<file path="src/rtl/bus_seq_pkg.sv">
package bus_seq_pkg;

    localparam int ADDR_W  = 20;
    localparam int DATA_W  = 16;
    localparam int BUS_W   = 8;
    localparam int NLANES  = DATA_W / BUS_W;
    localparam int LANE_W  = (NLANES > 1) ? $clog2(NLANES) : 1;

    localparam logic [ADDR_W-1:0] DEF_SFR_LAST = 20'h002FF;
    localparam int DEF_SFR_CYC = 4;
    localparam int DEF_MEM_CYC = 1;

    typedef enum logic {
        ST_IDLE,
        ST_BEAT
    } seq_state_e;

    typedef struct packed {
        logic [ADDR_W-1:0] addr;
        logic              write;
        logic              word;
        logic              sfr;
    } seq_req_t;

    function automatic int max_cyc(input int a, input int b);
        return (a > b) ? a : b;
    endfunction

    function automatic logic [ADDR_W-1:0] align_word(input logic [ADDR_W-1:0] a);
        logic [ADDR_W-1:0] m;
        m = ADDR_W'(NLANES - 1);
        return a & ~m;
    endfunction

endpackage

</file>
<file path="src/rtl/bus_seq_region.sv">
module bus_seq_region
    import bus_seq_pkg::*;
#(
    parameter logic [ADDR_W-1:0] SFR_LAST = DEF_SFR_LAST
) (
    input  logic [ADDR_W-1:0] addr,
    output logic              in_sfr
);

    always_comb begin
        in_sfr = (addr <= SFR_LAST);
    end

endmodule

</file>
<file path="src/rtl/bus_seq_ctrl.sv">
module bus_seq_ctrl
    import bus_seq_pkg::*;
#(
    parameter int SFR_CYC = DEF_SFR_CYC,
    parameter int MEM_CYC = DEF_MEM_CYC
) (
    input  logic              clk,
    input  logic              rst,
    input  logic              req_valid,
    input  logic [ADDR_W-1:0] req_addr,
    input  logic              req_write,
    input  logic              req_word,
    input  logic              req_sfr,
    output logic              req_ready,
    output logic              accept,
    output logic              beat_act,
    output logic              beat_end,
    output logic [LANE_W-1:0] lane,
    output seq_req_t          cur,
    output logic              done
);

    localparam int MAXC  = max_cyc(SFR_CYC, MEM_CYC);
    localparam int CNT_W = $clog2(MAXC + 1);

    seq_state_e         state_q;
    seq_req_t           cur_q;
    logic [LANE_W-1:0]  lane_q;
    logic [CNT_W-1:0]   wait_q;
    logic               done_q;
    logic [LANE_W-1:0]  last_lane;
    logic               seq_end;

    function automatic logic [CNT_W-1:0] beat_len(input logic sfr);
        return sfr ? CNT_W'(SFR_CYC - 1) : CNT_W'(MEM_CYC - 1);
    endfunction

    always_comb begin
        req_ready = (state_q == ST_IDLE);
        accept    = req_valid && (state_q == ST_IDLE);
        beat_act  = (state_q == ST_BEAT);
        beat_end  = beat_act && (wait_q == '0);
        last_lane = cur_q.word ? LANE_W'(NLANES - 1) : '0;
        seq_end   = beat_end && (lane_q == last_lane);
    end

    always_ff @(posedge clk) begin
        if (rst) begin
            state_q <= ST_IDLE;
            cur_q   <= '0;
            lane_q  <= '0;
            wait_q  <= '0;
            done_q  <= 1'b0;
        end else begin
            done_q <= 1'b0;
            case (state_q)
                ST_IDLE: begin
                    if (accept) begin
                        cur_q.addr  <= req_word ? align_word(req_addr) : req_addr;
                        cur_q.write <= req_write;
                        cur_q.word  <= req_word;
                        cur_q.sfr   <= req_sfr;
                        lane_q      <= '0;
                        wait_q      <= beat_len(req_sfr);
                        state_q     <= ST_BEAT;
                    end
                end
                ST_BEAT: begin
                    if (seq_end) begin
                        state_q <= ST_IDLE;
                        done_q  <= 1'b1;
                    end else if (beat_end) begin
                        lane_q <= lane_q + 1'b1;
                        wait_q <= beat_len(cur_q.sfr);
                    end else begin
                        wait_q <= wait_q - 1'b1;
                    end
                end
                default: state_q <= ST_IDLE;
            endcase
        end
    end

    assign lane = lane_q;
    assign cur  = cur_q;
    assign done = done_q;

endmodule

</file>
<file path="src/rtl/bus_seq_lanes.sv">
module bus_seq_lanes
    import bus_seq_pkg::*;
(
    input  logic              clk,
    input  logic              rst,
    input  logic              accept,
    input  logic [DATA_W-1:0] req_wdata,
    input  logic [LANE_W-1:0] lane,
    input  logic              cap_en,
    input  logic [BUS_W-1:0]  bus_rdata,
    output logic [BUS_W-1:0]  bus_wdata,
    output logic [DATA_W-1:0] rsp_rdata
);

    logic [DATA_W-1:0] wdata_q;

    always_ff @(posedge clk) begin
        if (rst) begin
            wdata_q <= '0;
        end else if (accept) begin
            wdata_q <= req_wdata;
        end
    end

    always_comb begin
        bus_wdata = wdata_q[lane*BUS_W +: BUS_W];
    end

    for (genvar g = 0; g < NLANES; g++) begin : g_lane
        logic [BUS_W-1:0] rd_q;

        always_ff @(posedge clk) begin
            if (rst) begin
                rd_q <= '0;
            end else if (accept) begin
                rd_q <= '0;
            end else if (cap_en && (lane == LANE_W'(g))) begin
                rd_q <= bus_rdata;
            end
        end

        assign rsp_rdata[g*BUS_W +: BUS_W] = rd_q;
    end

endmodule

</file>
<file path="src/rtl/byte_bus_sequencer.sv">
module byte_bus_sequencer
    import bus_seq_pkg::*;
#(
    parameter logic [ADDR_W-1:0] SFR_LAST = DEF_SFR_LAST,
    parameter int                SFR_CYC  = DEF_SFR_CYC,
    parameter int                MEM_CYC  = DEF_MEM_CYC
) (
    input  logic              clk,
    input  logic              rst,
    input  logic              req_valid,
    input  logic [ADDR_W-1:0] req_addr,
    input  logic              req_write,
    input  logic              req_word,
    input  logic [DATA_W-1:0] req_wdata,
    output logic              req_ready,
    output logic              rsp_done,
    output logic [DATA_W-1:0] rsp_rdata,
    output logic [ADDR_W-1:0] bus_addr,
    output logic              bus_rd,
    output logic              bus_wr,
    output logic [BUS_W-1:0]  bus_wdata,
    input  logic [BUS_W-1:0]  bus_rdata
);

    logic              req_sfr;
    logic              accept;
    logic              beat_act;
    logic              beat_end;
    logic [LANE_W-1:0] lane;
    seq_req_t          cur;
    logic              cap_en;

    bus_seq_region #(
        .SFR_LAST (SFR_LAST)
    ) u_region (
        .addr   (req_addr),
        .in_sfr (req_sfr)
    );

    bus_seq_ctrl #(
        .SFR_CYC (SFR_CYC),
        .MEM_CYC (MEM_CYC)
    ) u_ctrl (
        .clk       (clk),
        .rst       (rst),
        .req_valid (req_valid),
        .req_addr  (req_addr),
        .req_write (req_write),
        .req_word  (req_word),
        .req_sfr   (req_sfr),
        .req_ready (req_ready),
        .accept    (accept),
        .beat_act  (beat_act),
        .beat_end  (beat_end),
        .lane      (lane),
        .cur       (cur),
        .done      (rsp_done)
    );

    always_comb begin
        cap_en   = beat_end && !cur.write;
        bus_rd   = beat_act && !cur.write;
        bus_wr   = beat_act && cur.write;
        bus_addr = cur.addr | ADDR_W'(lane);
    end

    bus_seq_lanes u_lanes (
        .clk       (clk),
        .rst       (rst),
        .accept    (accept),
        .req_wdata (req_wdata),
        .lane      (lane),
        .cap_en    (cap_en),
        .bus_rdata (bus_rdata),
        .bus_wdata (bus_wdata),
        .rsp_rdata (rsp_rdata)
    );

endmodule

</file>
<file path="config.mk">
export PLATFORM = sky130hd
export DESIGN_NAME = byte_bus_sequencer
export DESIGN_NICKNAME = d
export VERILOG_FILES = /design/src/rtl/bus_seq_pkg.sv /design/src/rtl/bus_seq_region.sv /design/src/rtl/bus_seq_ctrl.sv /design/src/rtl/bus_seq_lanes.sv /design/src/rtl/byte_bus_sequencer.sv
export SDC_FILE = /design/constraint.sdc
export NUM_CORES = 1
export LEC_CHECK = 0
export ABC_AREA = 1
export BUFFER_PORTS_ARGS = -buffer_cell sky130_fd_sc_hd__buf_2
export CORE_MARGIN = 8
export CORE_UTILIZATION = 43
export DETAILED_ROUTE_END_ITERATION = 7
export PLACE_DENSITY = 0.75
export SLEW_MARGIN = 20
export SYNTH_ARGS = -nofsm -noshare
export SYNTH_HDL_FRONTEND = slang
export SYNTH_SLANG_ARGS = --single-unit
</file>
<file path="constraint.sdc">
create_clock -name clk -period 1.38 [get_ports clk]
set_input_delay 0 -clock clk [delete_from_list [all_inputs] [get_ports clk]]
set_output_delay 0 -clock clk [all_outputs]
set_load 0.005 [all_outputs]
</file>
-- Word level (Yosys, flattened, before mapping)
Cells that the tools add are included.
- flip-flop bits (word level): 61
- input port bits: 49
- output and inout port bits: 48
- word-level logic and storage cells: 53
- $add $sub $neg: 2
- magnitude comparators: 1
- equality and inequality tests: 4
- shift-type cells: 1
- mux-type cells: 16
- bitwise logic cells: 3
- reductions and logical operators: 15
- operators by type and width (kind ; number):
    $le A20 B10 Y1 const B ; 1
    $or A20 B1 Y20 ; 1
    $shiftx A16 B5 Y8 ; 1
    $mux W3 ; 3
    $logic_and A1 B1 Y1 ; 8
    $mux W1 ; 8
    $pmux W3 S2 ; 1
    $mux W2 ; 2
    $ne A2 B2 Y1 const B ; 2
    $pmux W1 S2 ; 2
    $reduce_and A2 Y1 ; 2
    $reduce_or A2 Y1 ; 2
    $logic_not A3 Y1 ; 1
    $reduce_and A3 Y1 ; 1
    $sub A3 B1 Y3 const B ; 1
    $ne A2 B1 Y1 const B ; 1
    $not A1 Y1 ; 2
    $add A1 B1 Y1 const B ; 1
    $eq A1 B1 Y1 ; 1
    $logic_not A1 Y1 ; 1

-- Logic depth before layout (Yosys ltp)
Gate-level depths: netlist (run 1).
- word-level depth: 5
- gate-level depth with buffers: 11
- gate-level depth less buffers: 11

-- Hierarchy
From an unflattened synthesis (run 1), not the netlist that was laid out.
- cells, all modules: 362
- area, all modules: 2675.1 µm²
- modules (own cells, without submodules) (module ; times used ; cells an instance ; area each (µm²) ; seq. area each (µm²)):
    bus_seq_lanes ; 1 ; 185 ; 1413.9 ; 640.6
    bus_seq_ctrl ; 1 ; 152 ; 1164.9 ; 580.6
    bus_seq_region ; 1 ; 16 ; 62.6 ; 0.0
    byte_bus_sequencer ; 1 ; 9 ; 33.8 ; 0.0

-- Least setup slack after synthesis (run 1)
No wires, ideal clock.
- path kind: register to register
- start: register u_ctrl.wait_q[0]
- end: register u_ctrl.wait_q[0]
- setup time: 109 ps
- data arrival time: 1335 ps
- data required time: 1271 ps
- path slack: -64 ps
- cell stages (with the launch flop): 12
- buffers on the path: 0
- clock period less this slack: 1444 ps
- cells stage by stage: dfxtp_1 -> inv_1 -> ha_1 -> ha_1 -> nand2_2 -> inv_1 -> nand3_1 -> nand2_2 -> nor2_1 -> nand2_1 -> nand2_1 -> inv_1
- cells in the longest elaborated chain, start to end: 5
- elaborated cells between the ends (all ways): 9
- those cells by class: add/sub: 1; eq/ne: 1; mux: 3; reduce/logical: 4
- ends and longest elaborated chain (element ; line ; source):
    from (decl) ; bus_seq_ctrl.sv:29 ; logic [CNT_W-1:0] wait_q;
    from (signal assigned) ; bus_seq_ctrl.sv:64 ; wait_q <= beat_len(req_sfr);
    from (signal assigned) ; bus_seq_ctrl.sv:74 ; wait_q <= beat_len(cur_q.sfr);
    from (signal assigned) ; bus_seq_ctrl.sv:76 ; wait_q <= wait_q - 1'b1;
    branches (longest 5 deep; another with $sub A3 B1 Y3) ; - ;
Parallel ways; which one is timed is not known. The select of a mux whose other input is x is not followed.
A chain may end at the register's enable or synchronous reset.

-- Worst setup path after layout (run 1)
- start: register u_ctrl.wait_q[0]
- end: register u_lanes.g_lane[0].rd_q[7]
- cells in the longest elaborated chain, start to end: 4
- ends and longest elaborated chain (element ; line ; source):
    $logic_not A3 Y1 ; bus_seq_ctrl.sv:42 ; beat_end = beat_act && (wait_q == '0);
    $logic_and A1 B1 Y1 ; bus_seq_ctrl.sv:42 ;
    $logic_and A1 B1 Y1 ; byte_bus_sequencer.sv:61 ; cap_en = beat_end && !cur.write;
    $logic_and A1 B1 Y1 ; bus_seq_lanes.sv:37 ; end else if (cap_en && (lane == LANE_W'(g))) begin
    to (signal assigned) ; bus_seq_lanes.sv:38 ; rd_q <= bus_rdata;
    to (decl) ; bus_seq_lanes.sv:30 ; logic [BUS_W-1:0] rd_q;
No other way between the ends.

==> metrics.txt, run 1 <==
outcome finished, violations left; violated checks setup timing; final cycle utilization of the critical path 1.02; Vias 2368; CP top delay family buffers and inverters; NetSw 1.14 mW; Worst Max-Slew Pin Slew 0.370 ns; placed cells 426; Max Slew Vio Count 0; post-route cell area 0.00372 sq mm; diode count 0; post-synth top area share 0.491; Sw Share 0.268; number of I/O port buffers 96; Ports 97; fin util 0.671; 1st-pass router iterations 7; Routed Wire Length 6940 um; Die X 92.0 um; GRT overflow 0; hpwl dp 4450 um; CP Max Fanout 16; crit-path max cell delay 0.32 ns; sequential power share 0.455; # rows 27; Longest Clk Path Bufs 2; H-tree lvl count 3; fin crit period 1.40 ns; share of cells above drive strength 1 0.377; largest net degree at the start of global routing 35; Post-Syn Nets 332; root buf cell clkbuf_8; setup repair after global routing missed its margin yes; Avg Vias per Cell 4.77; drt wl/cell 14.0 um; Initial Utilization 0.449; internal power 3.12 mW; vias in the first global route 2396; peak supply drop 0.000757 V; post-synthesis sequential area ratio 0.491; Synth-to-Final Area Change 49.5%; r2r worst-path depth 9; Crit path required time 1.65 ns; Combinational Power Share 0.181; final hold vios 0; distinct cell type count after synthesis 24; crit path cell chain inv_2 -> ha_4 -> ha_4 -> nand2_8 -> nor3_4 -> buf_12 -> buf_4 -> o21ai_2 -> a21oi_2; Final Power 4.27 mW; TritonCTS buffer count 9; core area 0.00554 sq mm; min-delay worst type primary input to flip-flop; achievable clock frequency 0.712 GHz; Routed Antenna Nets 0; # setup viols final 1; Crit. End Element flip-flop; first-pass GRT wire length 11500 um; Yosys warnings 0; CTS tree yes; CP Depth 9; Post-synth top cells dfxtp_1 (61), nand2_1 (43), inv_1 (36), o21ai_0 (32), a22o_1 (23); top-count cell post-synth dfxtp_1; post-route DRC violation count 0; first-iteration detailed-routing DRC count 81; crit start category flip-flop; Synth Flop Type dfxtp_1; Die ar. 0.00847 sq mm; GR Util All Layers 0.167; Slowest-stage cell, CP dfxtp_2; Maximum Capacitance Violations 0; clock skew 0.00826 ns; Clk pin slew, worst setup/hold paths 0.07 ns; post-synth top area cell dfxtp_1; hold depth 5; initial antenna violation count 0; Avg Inst Size Synth 8.85 sq um; Pleak 1.79 nW; latest clock arrival within the worst-skew pair 0.33 ns; synthesized instance count 281; Area after DPL 0.00292 sq mm; Most Frequent Cell on Critical Path ha_4; Rel. slew slack 0.753; PD cells 1150 mW/mm^2; largest cells by area after synthesis dfxtp_1 (49%), a22o_1 (8.1%), nand2_1 (6.5%), o21ai_0 (6.4%), buf_4 (6.0%); final setup margin -0.0248 ns; WP data arrival 1.68 ns; number of nets in the layout 470; Setup CP Type flip-flop to flip-flop; clock net sink count 61; Yosys reg bits 61; Post-synth EDFFs 0; Layout Cells excl Fill 496; Die Y 92.0 um; Clk network pwr share 0.364; buffer and inverter count on the worst path 3; Final GP Congestion 0.880; synthesized area 0.00249 sq mm; ys async rst share 0
-- cells in the final DEF, fill, tap and decap left out, types with 2 or more instances in the layout --
master,count
a21oi_1,14
a21oi_2,6
a22o_1,23
buf_12,4
buf_2,96
buf_4,10
clkbuf_8,9
clkinv_2,2
clkinv_4,3
dfxtp_1,57
dfxtp_2,4
dlygate4sd3_1,47
ha_4,2
inv_1,33
inv_2,3
nand2_1,41
nand2_2,2
nand3_1,4
nor2_1,9
nor2_2,2
nor2_4,2
nor3_4,2
o21ai_0,28
o21ai_1,6
o21ai_2,5
-- worst register-to-register path, cell delays in order, from the launching register on --
cell,delay (ns)
dfxtp_2,0.32
inv_2,0.07
ha_4,0.14
ha_4,0.16
nand2_8,0.07
nor3_4,0.16
buf_12,0.17
buf_4,0.11
o21ai_2,0.05
a21oi_2,0.09
-- area by class of cell --
cell class,instances,area (sq um)
repair buffers,158,1120
well taps,72,90.1
multi-input cells,152,943
clock inverters,7,75.1
fillers,451,1820
clock buffers,9,124
inverters,37,141
flip-flops and latches,61,1230
-- cells by family after synthesis --
kind of cell | after synthesis | synth area share
AND/OR/NAND/NOR | 67 | 0.125
buffers and inverters | 68 | 0.158
flip-flops | 61 | 0.491
adder cells (fa/ha/maj) | 2 | 0.0101
AO/OA/AOI/OAI | 83 | 0.216
-- sequential cells by signal (all words and copies together), names as in the netlist --
| name | count |
|---|---|
| u_ctrl.beat_act | 1 |
| u_ctrl.cur | 23 |
| u_ctrl.done | 1 |
| u_ctrl.lane | 1 |
| u_ctrl.wait_q | 3 |
| u_lanes.g_lane.rd_q | 16 |
| u_lanes.wdata_q | 16 |
-- worst paths after layout --
kind                         start                   endpoint  slack, ns
hold reg to reg     u_ctrl.cur[15]             u_ctrl.cur[15]       0.46
hold / removal           req_valid            u_ctrl.beat_act       0.14
setup reg to reg  u_ctrl.wait_q[0]  u_lanes.g_lane[0].rd_q[7]      -0.02
setup / recovery  u_ctrl.wait_q[0]  u_lanes.g_lane[0].rd_q[7]      -0.02
-- power by group through the flow --
| stage | logic, mW | clock network, mW | registers [mW] |
|---|---|---|---|
| after floorplan | 0.380 | 0 | 1.96 |
| final | 0.772 | 1.55 | 1.94 |
| after global routing | 0.856 | 1.68 | 1.96 |
| after global placement | 0.557 | 0 | 1.97 |
| after CTS | 0.714 | 1.60 | 1.94 |
| after detailed placement | 0.573 | 0 | 1.97 |
-- what timing repair did --
item,CTS,global route
setup endpoints to repair,15,25
hold buffers,47,0
resized for setup,8,17
pin swaps,0,2
gates cloned,0,0
endpoints found under the hold margin,58,0
buffers inserted,2,5
-- metrics by stage --
stage	hold slack [ns]	setup WS (ns)	TNS [ns]
finish	0.143	-0.0248	-0.0248
global route	0.163	-0.110	-1.08
CTS	0.130	-0.00366	-0.00366
detailed placement	0.206	-0.112	-0.593
global placement	0.199	-0.0381	-0.0804
floorplan	0.110	0.0145	0
-- metal layers --
layer	track usage	vias up	wire (um)
met2	0.286	81	3490
met5	0	-	0
li1	-	1182	-
met4	0.0523	0	40
met1	0.190	1103	2950
met3	0.0570	2	455
(Power assumes the default switching activity.)
==> inputs of run 2 (changes only) <==
--- a/config.mk
+++ b/config.mk
@@ -7,6 +7,7 @@
 export LEC_CHECK = 0
 export ABC_AREA = 1
 export BUFFER_PORTS_ARGS = -buffer_cell sky130_fd_sc_hd__buf_2
+export CORE_ASPECT_RATIO = 1.5
 export CORE_MARGIN = 8
 export CORE_UTILIZATION = 43
 export DETAILED_ROUTE_END_ITERATION = 7
==> run 2 against run 1 <==
  * The flow now finishes without violations
  * Wire length is 1.3% higher
  * Largest cell class unchanged
  * Clock skew decreased by 0.0026 ns
  * Utilization shrank 2.2 points
  * Sequential cell count unchanged
  * Combinational power down 1%
  * Total power up 3.7%
  * Worst hold slack improved by 0.0029 ns
  * Clock power is 11% higher
  * First-iteration DRC count up 31%
  * Final area decreased by 0.47%
==> metrics.txt, run 2 (synthesized netlist as in run 1, its figures left out) <==
clock net sink count 61; Crit path required time 1.62 ns; final hold slack 0.145 ns; TritonCTS buffer count 9; Final Power 4.43 mW; Worst Max-Slew Pin Slew 0.324 ns; Crit. End Element flip-flop; drt wl/cell 14.3 um; vias in the first global route 2350; GRT overflow 0; fin crit period 1.38 ns; Ports 97; Rel. slew slack 0.784; commonest non-fill, non-tap cells in the layout buf_2 (96), dfxtp_1 (57), dlygate4sd3_1 (47), nand2_1 (41), inv_1 (33); diode count 0; CP top delay family simple AND/OR/NAND/NOR gates; Setup CP Type flip-flop to flip-flop; CTS tree yes; Slowest-stage cell, CP dfxtp_2; Longest Clk Path Bufs 2; first-pass GRT wire length 11300 um; r2r startpoint u_ctrl.wait_q[0]; peak supply drop 0.000653 V; number of nets in the layout 467; Avg Vias per Cell 4.77; r2r worst-path depth 11; # rows 34; most common cell after layout, fill and taps aside buf_2; internal power 3.33 mW; Vias 2346; latest clock arrival within the worst-skew pair 0.34 ns; NetSw 1.10 mW; post-route DRC violation count 0; CP Max Fanout 3; crit start category flip-flop; TNS Setup 0 ns; hpwl dp 4540 um; number of I/O port buffers 96; Final GP Congestion 0.804; Synth-to-Final Area Change 48.8%; Initial Utilization 0.436; GR Util All Layers 0.167; # setup viols final 0; Die Y 109 um; Die ar. 0.00852 sq mm; Clk network pwr share 0.388; Die X 78.1 um; final cycle utilization of the critical path 0.998; final setup margin 0.00287 ns; Pleak 1.78 nW; initial antenna violation count 0; first-iteration detailed-routing DRC count 106; Combinational Power Share 0.172; hold depth 5; Largest register FFs 23; Clk pin slew, worst setup/hold paths 0.06 ns; worst slack at placement -0.0937 ns; WP data arrival 1.62 ns; Max Slew Vio Count 0; setup repair after global routing missed its margin yes; Critical path origin u_ctrl.wait_q[0]; 1st-pass router iterations 4; crit-path max cell delay 0.34 ns; Sw Share 0.248; clock skew 0.00562 ns; largest net degree at the start of global routing 47; H-tree lvl count 3; Routed Antenna Nets 0; outcome complete, no violations; crit path cell chain inv_2 -> ha_4 -> ha_4 -> nand2_4 -> inv_2 -> nand2_2 -> o21ai_1 -> nor2_4 -> nand2_1 -> nand2_1 -> inv_1; CP Capture Point u_ctrl.wait_q[0]; buffer and inverter count on the worst path 3; sequential power share 0.439; RR Endpoint u_ctrl.wait_q[0]; Routed Wire Length 7040 um; core area 0.00570 sq mm; Maximum Capacitance Violations 0; PD cells 1200 mW/mm^2; share of cells above drive strength 1 0.367; CP Depth 11; achievable clock frequency 0.726 GHz; min-delay worst type primary input to flip-flop; Worst R2R Setup Slack 0.003 ns; root buf cell clkbuf_8; final hold vios 0
[run 2: changes by cell type in the layout (fill, tap and decap cells not counted), sizes merged]
cell	change
clkinv	-4
buf	-3
clkbuf	+2
bufinv	+1
clkinvlp	+1
inv	-1
[run 2: metal layers]
layer / vias to the layer above / GRT usage / part of all wire
li1: 1169 / - / -
met1: 1083 / 0.176 / 0.38
met2: 77 / 0.286 / 0.52
met3: 17 / 0.0553 / 0.067
met4: 0 / 0.0944 / 0.023
met5: - / 0 / 0
[run 2: per-stage QoR]
step / std cells / instance area [sq um] / utilization
global route: 492 / 3700 / 0.649
detailed placement: 425 / 2910 / 0.511
finish: 492 / 3700 / 0.649
CTS: 490 / 3680 / 0.645
floorplan: 281 / 2490 / -
global placement: 425 / 2910 / 0.511
[run 2: tightest hold or removal path, delay by kind of cell]
| kind | cells | cell delay (ns) |
|---|---|---|
| simple gates | 3 | 0.32 |
| buf+inv | 2 | 0.13 |
[run 2: cell type report]
type	count	area [sq um]
clock buffers	11	141
clock inverters	4	72.6
fillers	456	2000
inverters	37	139
multi-input cells	152	936
flip-flops and latches	61	1230
well taps	72	90.1
repair buffers	155	1090
[run 2: what timing repair did]
action                                 CTS  global route
resized for setup                       10            18
setup buffers                            2             3
pin swaps                                0             1
cloned                                   1             0
hold buffers                            47             0
endpoints found under the hold margin   58             0
setup endpoints to repair               18            36
[run 2: worst min-delay path by stage]
stage,startpoint,endpoint,slack [ns]
floorplan,req_addr[12],u_ctrl.cur[15],0.11
global placement,req_wdata[3],u_lanes.wdata_q[3],0.20
detailed placement,req_wdata[6],u_lanes.wdata_q[6],0.21
CTS,req_valid,u_ctrl.beat_act,0.13
global route,req_valid,u_ctrl.beat_act,0.18
finish,req_valid,u_ctrl.beat_act,0.15
[run 2: power groups by stage]
stage | Combinational (mW) | Sequential [mW] | Clock [mW]
2_1_floorplan | 0.380 | 1.96 | 0
3_3_place_gp | 0.550 | 1.97 | 0
6_report | 0.763 | 1.94 | 1.72
3_5_place_dp | 0.570 | 1.98 | 0
4_1_cts | 0.715 | 1.94 | 1.75
5_1_grt | 0.837 | 1.95 | 1.84
==> inputs of run 3 (changes only) <==
--- a/config.mk
+++ b/config.mk
@@ -9,10 +9,11 @@
 export BUFFER_PORTS_ARGS = -buffer_cell sky130_fd_sc_hd__buf_2
 export CORE_ASPECT_RATIO = 1.5
 export CORE_MARGIN = 8
-export CORE_UTILIZATION = 43
+export CORE_UTILIZATION = 44
 export DETAILED_ROUTE_END_ITERATION = 7
 export PLACE_DENSITY = 0.75
 export SLEW_MARGIN = 20
 export SYNTH_ARGS = -nofsm -noshare
 export SYNTH_HDL_FRONTEND = slang
+export SYNTH_HIERARCHICAL = 1
 export SYNTH_SLANG_ARGS = --single-unit
==> constraint.sdc (replaced) <==
create_clock -name clk -period 1.38 [get_ports clk]
set_input_delay 0.069 -clock clk [delete_from_list [all_inputs] [get_ports clk]]
set_output_delay 0.069 -clock clk [all_outputs]
set_load 0.005 [all_outputs]
==> run 3 against run 2 <==
  * Highest routed layer unchanged
  * Final area rose by 12%
  * Clock-buffer cell count unchanged
  * Total power rose by 8.4%
  * The flow now finishes with violations (setup timing)
  * Utilization rose by 3.9 points
  * Sequential share of layout area shrank 3.4 points
  * Global-route usage up 1.4 points
  * Via count rose by 21%
  * Worst setup slack got worse by 0.14 ns
  * Critical path depth is 2 higher
  * Synthesized area increased by 7.3%
==> metrics.txt, run 3 <==
Maximum Capacitance Violations 0; latest clock arrival within the worst-skew pair 0.34 ns; Avg Inst Size Synth 7.39 sq um; synthesized instance count 361; first-pass GRT wire length 13000 um; setup repair after global routing missed its margin yes; Rel. slew slack 0.815; Post-Syn Nets 412; Routed Antenna Nets 0; TritonCTS buffer count 9; sequential power share 0.414; Final GP Congestion 0.767; share of cells above drive strength 1 0.392; initial antenna violation count 0; peak supply drop 0.000769 V; Die ar. 0.00886 sq mm; post-route DRC violation count 0; Synth-to-Final Area Change 54.8%; # setup viols final 17; Final Power 4.80 mW; clock skew 0.00867 ns; CTS tree yes; H-tree lvl count 3; Fillers 448; vias in the first global route 2903; crit start category flip-flop; number of I/O port buffers 96; Crit. End Element flip-flop; largest net degree at the start of global routing 22; violated checks setup timing; NetSw 1.39 mW; Max Slew Vio Count 0; drt wl/cell 13.3 um; Yosys warnings 6; Worst R2R Setup Slack -0.13 ns; Combinational Power Share 0.255; CP Capture Point u_lanes/g_lane[0].rd_q[5]; Worst Max-Slew Pin Slew 0.277 ns; number of nets in the layout 567; GR Util All Layers 0.181; first-iteration detailed-routing DRC count 191; Critical path origin u_ctrl/wait_q[1]; Die X 79.6 um; core area 0.00600 sq mm; area of the multi-input gates 0.00133 sq mm; Vias 2847; Pleak 1.99 nW; 1st-pass router iterations 4; final cycle utilization of the critical path 1.10; register cell area after layout 0.00123 sq mm; RR Endpoint u_lanes/g_lane[0].rd_q[5]; diode count 0; Clk network pwr share 0.331; GRT overflow 0; fin crit period 1.51 ns; TNS Setup -1.76 ns; outcome finished, violations left; Routed Wire Length 7930 um; synthesized area 0.00267 sq mm; min-delay worst type primary input to flip-flop; clock net sink count 61; final hold vios 0; r2r startpoint u_ctrl/wait_q[1]; Crit path required time 1.66 ns; Die Y 111 um; root buf cell clkbuf_8; commonest non-fill, non-tap cells in the layout buf_2 (96), nand2_1 (76), nor2_1 (62), dfxtp_1 (58), dlygate4sd3_1 (44); final setup margin -0.133 ns; Clk pin slew, worst setup/hold paths 0.06 ns; CP Max Fanout 8; PD cells 1160 mW/mm^2; Longest Clk Path Bufs 2; Sw Share 0.289; internal power 3.41 mW; Avg Vias per Cell 4.79; Setup CP Type flip-flop to flip-flop; Largest register FFs 23; hpwl dp 5040 um; Initial Utilization 0.445; r2r worst-path depth 13; achievable clock frequency 0.661 GHz; most common cell after layout, fill and taps aside buf_2; # rows 35; Ports 97; WP data arrival 1.79 ns
[run 3: area by class of cell]
type	instances	area share
timing repair buffer	161	0.277
clock buffer	11	0.0367
tap	74	0.0224
sequential	61	0.297
clock inverter	4	0.0115
inverter	32	0.0321
multi-input combinational	251	0.323
[run 3: worst max-delay path, stage by stage (launching register included)]
cell and delay, ns:
dfxtp_2 0.31, inv_2 0.08, ha_4 0.15, ha_4 0.14, nand2_4 0.06, clkinv_4 0.05
inv_2 0.03, nor2_2 0.08, buf_6 0.14, inv_4 0.04, nor2_4 0.09, buf_12 0.15
nor2_2 0.04, nor2_2 0.09
[run 3: metal layers]
metal / track usage / part of all wire / vias up
met1: 0.190 / 0.38 / 1305
li1: - / - / 1430
met3: 0.0637 / 0.083 / 21
met5: 0 / 0 / -
met4: 0.104 / 0.032 / 0
met2: 0.299 / 0.51 / 91
[run 3: worst min-delay path by stage]
stage	start	endpoint	slack, ns	cells after the start
CTS	bus_rdata[6]	u_lanes/g_lane[1].rd_q[6]	0.0003	3
detailed placement	req_write	u_ctrl/cur[2]	0.30	3
global placement	req_write	u_ctrl/cur[2]	0.29	3
global route	bus_rdata[6]	u_lanes/g_lane[1].rd_q[6]	0.01	3
floorplan	rst	u_ctrl/cur[3]	0.14	1
finish	bus_rdata[6]	u_lanes/g_lane[1].rd_q[6]	0.01	3
[run 3: power by group through the flow]
stage,combinational (mW),clock [mW],sequential (mW)
2_1_floorplan,0.614,0,2.01
3_3_place_gp,0.936,0,2.01
3_5_place_dp,0.960,0,2.01
4_1_cts,1.11,1.63,1.98
5_1_grt,1.35,1.71,2.00
6_report,1.22,1.59,1.99
[run 3: repair_timing]
item | in CTS | in global routing
setup endpoints to repair | 25 | 29
setup buffers | 3 | 5
resized for setup | 14 | 25
hold buffers | 44 | 0
endpoints found under the hold margin | 43 | 0
cloned | 0 | 0
pin swaps | 5 | 7
[run 3: stage by stage]
stage | area [sq um] | utilization | worst slack, ns | hold WS, ns | instances
floorplan | 2730 | - | -0.0752 | 0.138 | 361
global placement | 3290 | 0.549 | -0.0986 | 0.290 | 528
detailed placement | 3290 | 0.549 | -0.161 | 0.298 | 528
CTS | 4000 | 0.666 | -0.139 | 0.000288 | 589
global route | 4130 | 0.688 | -0.225 | 0.0150 | 594
finish | 4130 | 0.688 | -0.133 | 0.0131 | 594
